File: src/rtl/dma_page_pkg.sv
package dma_page_pkg;
  typedef enum logic {
    XFER_BYTE = 1'b0,
    XFER_WORD = 1'b1
  } xfer_width_e;
endpackage

File: src/rtl/dma_unit_ctr.sv
module dma_unit_ctr
  import dma_page_pkg::*;
#(
  parameter int PAGE_W = 8,
  parameter int OFS_W  = 16
) (
  input  logic              clk,
  input  logic              rst,
  input  logic              load,
  input  logic [PAGE_W-1:0] ld_page,
  input  logic [OFS_W-1:0]  ld_ofs,
  input  logic [OFS_W-1:0]  ld_cnt,
  input  logic              ld_word,
  input  logic              masked,
  input  logic              advance,
  output logic [PAGE_W-1:0] page_q,
  output logic [OFS_W-1:0]  ofs_q,
  output logic [OFS_W-1:0]  cnt_q,
  output xfer_width_e       width_q,
  output logic              tc_q
);
  localparam logic [OFS_W-1:0] CNT_ZERO = '0;

  logic step_ok;
  assign step_ok = advance && !masked && !tc_q;

  always_ff @(posedge clk) begin
    if (rst) begin
      page_q  <= '0;
      ofs_q   <= '0;
      cnt_q   <= '0;
      width_q <= XFER_BYTE;
      tc_q    <= 1'b0;
    end else if (load) begin
      page_q  <= ld_page;
      ofs_q   <= ld_ofs;
      cnt_q   <= ld_cnt;
      width_q <= ld_word ? XFER_WORD : XFER_BYTE;
      tc_q    <= 1'b0;
    end else if (step_ok) begin
      ofs_q <= ofs_q + 1'b1;
      cnt_q <= cnt_q - 1'b1;
      if (cnt_q == CNT_ZERO) tc_q <= 1'b1;
    end
  end

  // one accepted strobe moves the count down by exactly one
  assert_count_step_R4: assert property (@(posedge clk) disable iff (rst)
    (advance && !masked && !tc_q && !load) |=> (cnt_q == $past(cnt_q) - 1'b1));

  // terminal count holds until a load
  assert_tc_sticky_R6: assert property (@(posedge clk) disable iff (rst)
    (tc_q && !load) |=> tc_q);

  // a masked channel keeps offset and count
  assert_mask_hold_R7: assert property (@(posedge clk) disable iff (rst)
    (masked && !load) |=> ($stable(ofs_q) && $stable(cnt_q)));

  // a load clears terminal count
  assert_load_clears_tc_R5: assert property (@(posedge clk) disable iff (rst)
    load |=> !tc_q);
endmodule

File: src/rtl/dma_phys_map.sv
module dma_phys_map
  import dma_page_pkg::*;
#(
  parameter int PAGE_W = 8,
  parameter int OFS_W  = 16
) (
  input  logic [PAGE_W-1:0]       page,
  input  logic [OFS_W-1:0]        ofs,
  input  logic [OFS_W-1:0]        cnt,
  input  xfer_width_e             width,
  input  logic                    tc,
  output logic [PAGE_W+OFS_W-1:0] phys,
  output logic [OFS_W+1:0]        residue
);
  localparam int ADDR_W = PAGE_W + OFS_W;
  localparam int UNIT_W = OFS_W + 1;

  logic [ADDR_W-1:0] phys_byte;
  logic [ADDR_W-1:0] phys_word;
  logic [UNIT_W-1:0] units_left;

  assign phys_byte  = {page, ofs};
  assign phys_word  = {page[PAGE_W-1:1], ofs, 1'b0};
  assign units_left = tc ? '0 : ({1'b0, cnt} + 1'b1);

  always_comb begin
    if (width == XFER_WORD) begin
      phys    = phys_word;
      residue = {units_left, 1'b0};
    end else begin
      phys    = phys_byte;
      residue = {1'b0, units_left};
    end
  end
endmodule

File: src/rtl/dma_paged_engine.sv
module dma_paged_engine
  import dma_page_pkg::*;
#(
  parameter int PAGE_W = 8,
  parameter int OFS_W  = 16,
  localparam int ADDR_W = PAGE_W + OFS_W,
  localparam int RES_W  = OFS_W + 2
) (
  input  logic              clk,
  input  logic              rst,
  input  logic              load,
  input  logic [PAGE_W-1:0] load_page,
  input  logic [OFS_W-1:0]  load_offset,
  input  logic [OFS_W-1:0]  load_count,
  input  logic              load_word,
  input  logic              masked,
  input  logic              advance,
  output logic [ADDR_W-1:0] phys_addr,
  output logic              word_xfer,
  output logic              term_count,
  output logic [RES_W-1:0]  residue_bytes
);
  logic [PAGE_W-1:0] page_q;
  logic [OFS_W-1:0]  ofs_q;
  logic [OFS_W-1:0]  cnt_q;
  xfer_width_e       width_q;
  logic              tc_q;

  dma_unit_ctr #(.PAGE_W(PAGE_W), .OFS_W(OFS_W)) u_ctr (
    .clk(clk), .rst(rst), .load(load),
    .ld_page(load_page), .ld_ofs(load_offset), .ld_cnt(load_count),
    .ld_word(load_word), .masked(masked), .advance(advance),
    .page_q(page_q), .ofs_q(ofs_q), .cnt_q(cnt_q),
    .width_q(width_q), .tc_q(tc_q)
  );

  dma_phys_map #(.PAGE_W(PAGE_W), .OFS_W(OFS_W)) u_map (
    .page(page_q), .ofs(ofs_q), .cnt(cnt_q), .width(width_q), .tc(tc_q),
    .phys(phys_addr), .residue(residue_bytes)
  );

  assign word_xfer  = (width_q == XFER_WORD);
  assign term_count = tc_q;

  // the upper page bits never move without a load
  assert_page_no_carry_R3: assert property (@(posedge clk) disable iff (rst)
    !load |=> (phys_addr[ADDR_W-1:OFS_W+1] == $past(phys_addr[ADDR_W-1:OFS_W+1])));

  // word addresses are even
  assert_word_even_R2: assert property (@(posedge clk) disable iff (rst)
    word_xfer |-> (phys_addr[0] == 1'b0));

  // nothing is left once terminal count is reached
  assert_tc_residue_R6: assert property (@(posedge clk) disable iff (rst)
    term_count |-> (residue_bytes == '0));
endmodule

File: config.mk
export PLATFORM = sky130hd
export DESIGN_NAME = dma_paged_engine
export DESIGN_NICKNAME = d
export VERILOG_FILES = /design/src/rtl/dma_page_pkg.sv /design/src/rtl/dma_unit_ctr.sv /design/src/rtl/dma_phys_map.sv /design/src/rtl/dma_paged_engine.sv
export SDC_FILE = /design/constraint.sdc
export NUM_CORES = 1
export LEC_CHECK = 0
export BUFFER_PORTS_ARGS = -buffer_cell sky130_fd_sc_hd__buf_2
export CAP_MARGIN = 15
export CORE_AREA = 2 2 90 92
export DETAILED_ROUTE_END_ITERATION = 6
export DIE_AREA = 0 0 92 94
export PLACE_DENSITY = 0.71
export SLEW_MARGIN = 30
export SYNTH_ARGS = -nofsm -noshare
export SYNTH_HDL_FRONTEND = slang
export SYNTH_HIERARCHICAL = 1
export SYNTH_SLANG_ARGS = --single-unit
export TNS_END_PERCENT = 100
File: constraint.sdc
create_clock -name clk -period 2.9 [get_ports clk]
set_input_delay 0.58 -clock clk [delete_from_list [all_inputs] [get_ports clk]]
set_output_delay 0.58 -clock clk [all_outputs]
set_load 0.01 [all_outputs]
==> metrics.txt <==
total power after layout=1.44 mW; crit path launch=u_ctr/cnt_q[9]; CTS Buf Count=5; CP top delay family=simple AND/OR/NAND/NOR gates; first-pass GRT wire length=12900 um; via count=3063; Highest Clock Rate=360 MHz; dpl cells=546; initial DRC count=112; layout cells sized above 1=30.8%; final cycle utilization of the critical path=95.8%; crit start category=register; crit-path cells=nand4_2 > or3_4 > or4_1 > o311ai_0 > buf_2; Net Count, Synth=424; CP Data Required Time=2.32 ns; Slew HR=46.7%; num rows=32; final hold violation count=0; setup total negative slack=0 ns; Initial Util=39.0%; clock sink count=42; largest net degree at the start of global routing=44; RR Endpoint=u_ctr/cnt_q[8]; NumNets Final=500; DRT Pass-1 Iters=4; Worst R2R Setup Slack=0.61 ns; Sequential Power Share=47.2%; Total Routing Usage GR=17.9%; crit path to=residue_bytes[15]; Vias/cell=5.53; number of synthesized flops with an enable pin=0; max cap viols=0; gpl congestion=0.916; PortBufs=89; P_sw=0.452 mW; Max stage delay on crit path=0.52 ns; Die Ht=94 um; IO Pins=90; status=finished, final reports clean; dominant cell type by area after synthesis=dfxtp_1; sequential fraction of the synthesis area=28.3%; Clock Power Share=27.1%; CP max FO=10; Cell variety after synth=47; Pleak=1.43 nW; top post-synthesis cells by area=dfxtp_1 (28%), a211oi_1 (6.8%), mux2_2 (6.1%); RSZ-0062 raised after global routing=false; most frequent cells after synthesis=nor2_1 (44), dfxtp_1 (42), nor3_1 (31); Synth top area share=28.3%; final hold slack=0.495 ns; final core occ=47.3%; PD cells=401 mW/mm2; # diodes=0; Pint=0.989 mW; ANT nets after route=0; DRC=0; Post-Synthesis Cells=375; most frequent cell after synthesis=nor2_1; maximum VDD drop=230 uV; P&R area growth vs syn=21.0%; wire per inst=14.1 um; Combinational Power Share=25.7%; grt ovf=0; clk_lat worst skew=0.29 ns; Worst path depth=5; Syn Area/Cell=7.92 um2; ys flop type=dfxtp_1; Final Non-Filler Cells=554; root buffer cell=clkbuf_8; Worst-Margin Slew=0.799 ns; crit path max-delay cell type=or4_1; Tmin final=2.78 ns; synthesized area=0.00297 mm2; vias in the first global route=2801; Core Box Area=0.00761 mm2; post-DP HPWL=5720 um; CTS clk-pin slew, worst paths=0.08 ns; TritonCTS clock tree=built; Worst setup EP type=output pin; Synth Warn #=6; type of the worst setup path=register to output pin; final clock skew=0.00406 ns; # setup viols final=0; worst min path class=register to register; Synth async-reset ratio=0%; Clock Tree Buf Depth=2; die width=92 um; register bit total from synthesis=42; number of antenna violations at the first check in global routing=0; R2R depth=7; Routed WL=7780 um; Switching Fraction=31.4%; postcts setup bufs=0; Worst EP arrival=2.20 ns; die footprint=0.00865 mm2; Bufs and invs on worst path=1; Slew Limit Fails=0; H-tree levels=2; worst reg2reg startpoint=u_ctr/cnt_q[0]
[tightest hold or removal path: stages, from the launching register on]
cell and delay [ns]:
dfxtp_1 0.33, mux2i_1 0.06, nor2_1 0.07
[flip-flops by register name, summed over array words and instances (netlist names)]
name and cells:
u_ctr/cnt_q 16, u_ctr/ofs_q 16, u_ctr/page_q 8, u_ctr/tc_q 1, u_ctr/width_q 1
[cell families after synthesis]
| kind of cell | count (synthesis) | share of synthesized area, % |
|---|---|---|
| xor+xnor | 27 | 7.96 |
| flops | 42 | 28.3 |
| buf+inv | 45 | 6.91 |
| fa+ha+maj | 3 | 1.26 |
| simple gates | 166 | 29.8 |
| mux | 28 | 10.1 |
| compound gates | 64 | 15.7 |
[layout make-up]
cell class | instances | area (um2)
clock inverters | 1 | 5.00
repair buffers | 103 | 551
clock buffers | 7 | 86.3
fillers | 778 | 4010
multi-input cells | 288 | 1940
inverters | 11 | 41.3
well taps | 102 | 128
flip-flops and latches | 42 | 847
[metal layers]
layer | share of wire [%] | up-vias | track usage, % | routed length (um)
li1 | - | 1540 | - | -
met1 | 45 | 1405 | 23.0 | 3540
met2 | 48 | 112 | 31.4 | 3710
met3 | 6.3 | 6 | 2.89 | 494
met4 | 0.51 | 0 | 3.98 | 40
met5 | 0 | - | 0 | 0
[cells in the final DEF, fill, tap and decap left out, drive strengths merged, types with 11 or more instances in the layout]
| master | Yosys | final |
|---|---|---|
| buf | 13 | 103 |
| nor3 | 31 | 31 |
| nand3 | 15 | 15 |
| mux2i | 12 | 12 |
| inv | 11 | 11 |
| nor4 | 14 | 14 |
| xnor2 | 18 | 18 |
| a211oi | 27 | 27 |
| dfxtp | 42 | 42 |
| mux2 | 16 | 16 |
| nor2 | 44 | 44 |
| nand2 | 19 | 19 |
[power by group through the flow]
| stage | registers [mW] | logic [mW] | clock network [mW] |
|---|---|---|---|
| floorplan | 0.678 | 0.253 | 0 |
| global placement | 0.689 | 0.365 | 0 |
| detailed placement | 0.692 | 0.371 | 0 |
| CTS | 0.679 | 0.372 | 0.405 |
| global route | 0.691 | 0.411 | 0.422 |
| finish | 0.681 | 0.370 | 0.391 |
[per-stage QoR]
step	setup WS (ns)	instance area, um2
6_report	0.122	3590
5_1_grt	0.0186	3590
4_1_cts	0.0238	3580
3_5_place_dp	0.346	3480
3_3_place_gp	0.400	3480
2_1_floorplan	0.482	2970
[worst min path at each step]
stage	end	start	slack (ns)	cells past startpoint
global route	u_ctr/page_q[5]	u_ctr/page_q[5]	0.53	2
CTS	u_ctr/page_q[5]	u_ctr/page_q[5]	0.50	2
finish	u_ctr/page_q[4]	u_ctr/page_q[4]	0.49	2
global placement	u_ctr/page_q[4]	u_ctr/page_q[4]	0.47	2
detailed placement	u_ctr/page_q[5]	u_ctr/page_q[5]	0.48	2
floorplan	u_ctr/page_q[0]	u_ctr/page_q[0]	0.46	2
[repair_timing]
item,4_1_cts,5_1_grt
hold buffers,0,0
setup endpoints to repair,0,4
gates resized for setup,0,7
Power figures use the tool's default switching activity.
